==> src/rtl/sysctl_pkg.sv <==
package sysctl_pkg;
  localparam int ARM_BIT = 0;
  localparam int A20_BIT = 1;
  localparam logic [7:0] WR_MASK = 8'h03;

  typedef struct packed {
    logic wrCtl;    // load writable bits
    logic fire;     // start a pulse this edge
    logic fireSel;  // target: 0 hard reset, 1 soft init
  } sysctlStb_t;
endpackage

==> src/rtl/sysctl_ctrl.sv <==
module sysctl_ctrl
  import sysctl_pkg::*;
(
  input  logic       clk,
  input  logic       rstN,
  input  logic       ioWr,
  input  logic       wrArmVal,
  input  logic       armQ,
  input  logic       busy,
  input  logic       cfgFastRstEn,
  input  logic       cfgPulseToInit,
  output sysctlStb_t stb
);
  always_comb begin
    stb.wrCtl   = ioWr;
    stb.fire    = ioWr && wrArmVal && !armQ && cfgFastRstEn && !busy;
    stb.fireSel = cfgPulseToInit;
  end


  rearm_needed_chk: assert property (@(posedge clk) disable iff (!rstN)
    stb.fire |-> !armQ);


  no_restart_chk: assert property (@(posedge clk) disable iff (!rstN)
    busy |-> !stb.fire);
endmodule

==> src/rtl/sysctl_dpath.sv <==
module sysctl_dpath
  import sysctl_pkg::*;
#(
  parameter int PULSE_CYCLES = 156,
  localparam int CNT_W = $clog2(PULSE_CYCLES + 1)
)(
  input  logic       clk,
  input  logic       rstN,
  input  sysctlStb_t stb,
  input  logic [7:0] ioWrData,
  input  logic       kbdA20Gate,
  output logic       armQ,
  output logic       busy,
  output logic [7:0] ioRdData,
  output logic       cpuRstN,
  output logic       cpuInitN,
  output logic       a20Out
);
  logic [7:0]       ctlQ;
  logic [CNT_W-1:0] cnt;
  logic             selQ;

  always_ff @(posedge clk) begin
    if (!rstN) begin
      ctlQ <= '0;
      busy <= 1'b0;
      cnt  <= '0;
      selQ <= 1'b0;
    end else begin
      if (stb.wrCtl) ctlQ <= ioWrData & WR_MASK;
      if (stb.fire) begin
        busy <= 1'b1;
        cnt  <= CNT_W'(PULSE_CYCLES - 1);
        selQ <= stb.fireSel;
      end else if (busy) begin
        if (cnt == '0) busy <= 1'b0;
        else           cnt  <= cnt - 1'b1;
      end
    end
  end

  always_comb begin
    armQ     = ctlQ[ARM_BIT];
    a20Out   = ctlQ[A20_BIT] | kbdA20Gate;
    ioRdData = ctlQ & WR_MASK;
    ioRdData[A20_BIT] = a20Out;
    cpuRstN  = !(busy && !selQ);
    cpuInitN = !(busy && selQ);
  end


  cnt_range_chk: assert property (@(posedge clk) disable iff (!rstN)
    busy |-> (cnt <= CNT_W'(PULSE_CYCLES - 1)));


  one_target_chk: assert property (@(posedge clk) disable iff (!rstN)
    $onehot0({!cpuRstN, !cpuInitN}));


  no_retarget_chk: assert property (@(posedge clk) disable iff (!rstN)
    (!cpuInitN) |=> cpuRstN);


  kbd_gate_chk: assert property (@(posedge clk) disable iff (!rstN)
    kbdA20Gate |-> a20Out);


  resv_zero_chk: assert property (@(posedge clk) disable iff (!rstN)
    ioRdData[7:2] == 6'd0);
endmodule

==> src/rtl/sysctl_port.sv <==
module sysctl_port
  import sysctl_pkg::*;
#(
  parameter int CLK_MHZ = 125,
  localparam int PULSE_CYCLES = (CLK_MHZ * 5) / 4
)(
  input  logic       clk,
  input  logic       rstN,
  input  logic       ioWr,
  input  logic [7:0] ioWrData,
  output logic [7:0] ioRdData,
  input  logic       cfgFastRstEn,
  input  logic       cfgPulseToInit,
  input  logic       kbdA20Gate,
  output logic       cpuRstN,
  output logic       cpuInitN,
  output logic       a20Out
);
  sysctlStb_t stb;
  logic       armQ;
  logic       busy;

  sysctl_ctrl u_ctrl (
    .clk(clk), .rstN(rstN), .ioWr(ioWr), .wrArmVal(ioWrData[ARM_BIT]),
    .armQ(armQ), .busy(busy), .cfgFastRstEn(cfgFastRstEn),
    .cfgPulseToInit(cfgPulseToInit), .stb(stb)
  );

  sysctl_dpath #(.PULSE_CYCLES(PULSE_CYCLES)) u_dpath (
    .clk(clk), .rstN(rstN), .stb(stb), .ioWrData(ioWrData),
    .kbdA20Gate(kbdA20Gate), .armQ(armQ), .busy(busy),
    .ioRdData(ioRdData), .cpuRstN(cpuRstN), .cpuInitN(cpuInitN),
    .a20Out(a20Out)
  );


  enable_req_chk: assert property (@(posedge clk) disable iff (!rstN)
    ($fell(cpuRstN) || $fell(cpuInitN)) |-> $past(cfgFastRstEn));
endmodule

==> config.mk <==
export PLATFORM = sky130hd
export DESIGN_NAME = sysctl_port
export DESIGN_NICKNAME = d
export VERILOG_FILES = /design/src/rtl/sysctl_pkg.sv /design/src/rtl/sysctl_ctrl.sv /design/src/rtl/sysctl_dpath.sv /design/src/rtl/sysctl_port.sv
export SDC_FILE = /design/constraint.sdc
export NUM_CORES = 1
export LEC_CHECK = 0
export ABC_CLOCK_PERIOD_IN_PS = 2050
export BUFFER_PORTS_ARGS = -buffer_cell sky130_fd_sc_hd__buf_2
export CORE_MARGIN = 3
export CORE_UTILIZATION = 35
export CTS_BUF_LIST = sky130_fd_sc_hd__clkbuf_4 sky130_fd_sc_hd__clkbuf_8 sky130_fd_sc_hd__clkbuf_16
export DETAILED_ROUTE_END_ITERATION = 16
export MAX_ROUTING_LAYER = met4
export SYNTH_ARGS = -nofsm -noshare
export SYNTH_HDL_FRONTEND = slang
export SYNTH_SLANG_ARGS = --single-unit
==> constraint.sdc <==
create_clock -name clk -period 2.05 [get_ports clk]
set_input_delay 0.615 -clock clk [delete_from_list [all_inputs] [get_ports clk]]
set_output_delay 0.615 -clock clk [all_outputs]
set_load 0.03 [all_outputs]
==> flow_summary.yaml <==
run_status:
  status: "completed"
clocking:
  cts_tree: "done"
  cts_made_buffers: 3
  htree_levels: 1
  cts.sinks: 12
  clockBufferDepth: 2
  post_cts_buffers: 0
  clock_latency_ps: 280
  post_cts_resized: 0
  cts-root-buf: "clkbuf_4"
  clk_pin_slew_ps: 80
  holdBufCountCts: 0
worst_hold_path:
  hold_path.class: "reg2reg"
  hold_path_end: "u_dpath.ctlQ[1]$_SDFFE_PN0P_"
  whs_path_depth: 2
  min_from: "u_dpath.ctlQ[1]$_SDFFE_PN0P_"
die:
  ios: 25
  die_y_um: 51.42
  core_mm2: 0.001839
  std_cell_rows: 15
  floorplan.initialDensity_pct: 39.25
  die_w_um: 51.42
  die-area_mm2: 0.002644
detailed_routing:
  vias: 643
  drtPass1Iterations: 2
  wirelength_um: 1437
  ant_nets: 0
  via_per_inst: 5.449
  routedWlPerCell_um: 12.18
  drc_errors: 0
  drt_iter0_markers: 5
place:
  place_hpwl_um: 1087
  dp_slack_ps: 261.2
  port_buffers: 12
  gp_congestion: 0.7739
  placedCellCount: 114
finish:
  antenna_cells: 0
  multi_input_area_um2: 409.1
  final_cell_mix: "buf_2, dfxtp_1, conb_1"
  regArea_um2: 240.2
  final_layout_size_suffix_gt1_share_pct: 22.58
  area_growth_pct: 10.75
  fillCellCount: 198
  fin_util_pct: 43.47
  final_nets: 110
  instances_no_fill: 118
timing:
  tightest_slew_ps: 566.9
  skew_ps: 8.684
  hold_viol_final: 0
  rsz0062_at_grt: "no"
  period_minus_slack_ps: 1807
  setup_viol: 0
  setup_ws_ps: 243.0
  maxSlewHeadroom_pct: 61.23
  max_freq_mhz: 553.4
  finalSetupTns_ps: 0
  drv_slew: 0
  period_share_pct: 88.15
setup_path:
  slowest_delay_ps: 570
  r2r_start: "u_dpath.cnt[2]$_SDFFE_PP0P_"
  r2r_slack_ps: 240
  reg2regPathDepth: 3
  worstPathRequired_ps: 2260
  r2r_end: "u_dpath.cnt[5]$_SDFFE_PP0P_"
  endpoint_kind: "flop"
  cp_top_family: "simple AND/OR/NAND/NOR gates"
  worstPathArrival_ps: 2010
  slowest_stage: "or4b_4"
  worst_setup_path_start_kind: "flop"
  critical_path.max_fanout: 5
  critPathBufInv: 0
  critical_path_class: "reg2reg"
  crit_path_cell_trace: "or4b_4, a2111oi_0, mux2i_1"
global_routing:
  track_usage_pct: 12.28
  antenna_found_initial: 0
  grt_pass1_wl_um: 2449
  grt_pass1_vias: 620
  grt-ovfl-total: 0
  grt_max_degree: 11
yosys:
  synthTopCellsByArea: "dfxtp_1, buf_4, mux2i_1"
  yosysTopAreaCell: "dfxtp_1"
  synth.distinct_cells: 34
  synth_area_um2: 721.9
  postSynthCellCount: 82
  yosysSeqAreaShare_pct: 33.28
  avgSynthCellArea_um2: 8.804
  yosys_warnings: 0
  synth_top_area_share_pct: 33.28
  ys_ff_latch: 12
power:
  power_leakage_uw: 0.0003206
  p_total_uw: 609.0
  power_density_mw_per_mm2: 761.7
  ir_worst_vdd_mv: 0.4999
flow_run:
  drv_cap: 0
==> how the worst max path moves through the flow <==
stage,to,startpoint,depth (start not counted)
floorplan,ioRdData[1],kbdA20Gate,2
global placement,u_dpath.cnt[5]$_SDFFE_PP0P_,u_dpath.cnt[2]$_SDFFE_PP0P_,3
detailed placement,u_dpath.cnt[5]$_SDFFE_PP0P_,u_dpath.cnt[2]$_SDFFE_PP0P_,3
CTS,u_dpath.cnt[5]$_SDFFE_PP0P_,u_dpath.cnt[2]$_SDFFE_PP0P_,3
global route,u_dpath.cnt[5]$_SDFFE_PP0P_,u_dpath.cnt[2]$_SDFFE_PP0P_,3
finish,u_dpath.cnt[5]$_SDFFE_PP0P_,u_dpath.cnt[2]$_SDFFE_PP0P_,3
==> area by class of cell <==
cell class / count / area share [%]
well taps: 25 / 3.912
inverters: 4 / 1.878
clock buffers: 4 / 4.538
repair buffers: 13 / 8.451
flip-flops and latches: 12 / 30.05
multi-input cells: 60 / 51.17
==> synthesized netlist by cell type (all sizes together) <==
| master | n |
|---|---|
| nand2 | 4 |
| or3b | 1 |
| a311o | 1 |
| nand3 | 2 |
| or4b | 1 |
| a2111oi | 1 |
| and3b | 2 |
| o21ai | 4 |
| o211ai | 2 |
| nand2b | 2 |
| nor2b | 1 |
| nand4bb | 1 |
| a32oi | 2 |
| a211o | 2 |
| o21a | 2 |
| or2 | 2 |
| a21oi | 3 |
| nor2 | 4 |
| or4 | 4 |
| nor4 | 1 |
| ha | 2 |
| o2111ai | 1 |
| conb | 1 |
| inv | 4 |
| buf | 10 |
| o41ai | 1 |
| a31oi | 2 |
| nand4 | 1 |
| mux2i | 3 |
| o311a | 1 |
| clkbuf | 1 |
| nand3b | 1 |
| dfxtp | 12 |
==> tightest hold or removal path: stages (launching register included) <==
cell,delay [ps]
dfxtp_1,330
mux2i_1,60
nor2_1,70
==> cell families after synthesis <==
| group | count (synthesis) | synth area share (%) |
|---|---|---|
| AOI/OAI and AO/OA | 22 | 22.01 |
| other | 1 | 0.5194 |
| DFF | 12 | 33.28 |
| adders and majority gates | 2 | 3.466 |
| buffers and inverters | 15 | 12.65 |
| and+or+nand+nor | 27 | 23.92 |
| muxes | 3 | 4.160 |
==> state kept, by name, summed over array words and instances, names as in the netlist <==
signal        count
u_dpath.selQ      1
u_dpath.cnt       8
u_dpath.ctlQ      2
u_dpath.busy      1
==> metrics by stage <==
stage	area, um2	hold slack, ps
2_1_floorplan	740.7	452.3
3_3_place_gp	763.2	473.6
3_5_place_dp	763.2	480.0
4_1_cts	799.5	496.9
5_1_grt	799.5	534.6
6_report	799.5	492.9
==> per-layer routing <==
layer / GRT usage [%] / share of wire [%] / vias to the layer above
met4: 6.114 / 2.0 / 0
met5: - / 0 / -
met3: 2.332 / 4.4 / 4
li1: - / - / 318
met2: 20.55 / 46 / 17
met1: 13.91 / 48 / 304
==> where the power goes <==
group	switching [uW]	leakage (uW)	internal (uW)
sequential	14.9	0.0000980	250
combinational	96.3	0.000202	55.1
clock	84.6	0.0000210	108
total	196	0.000321	413
Power figures use the tool's default switching activity.
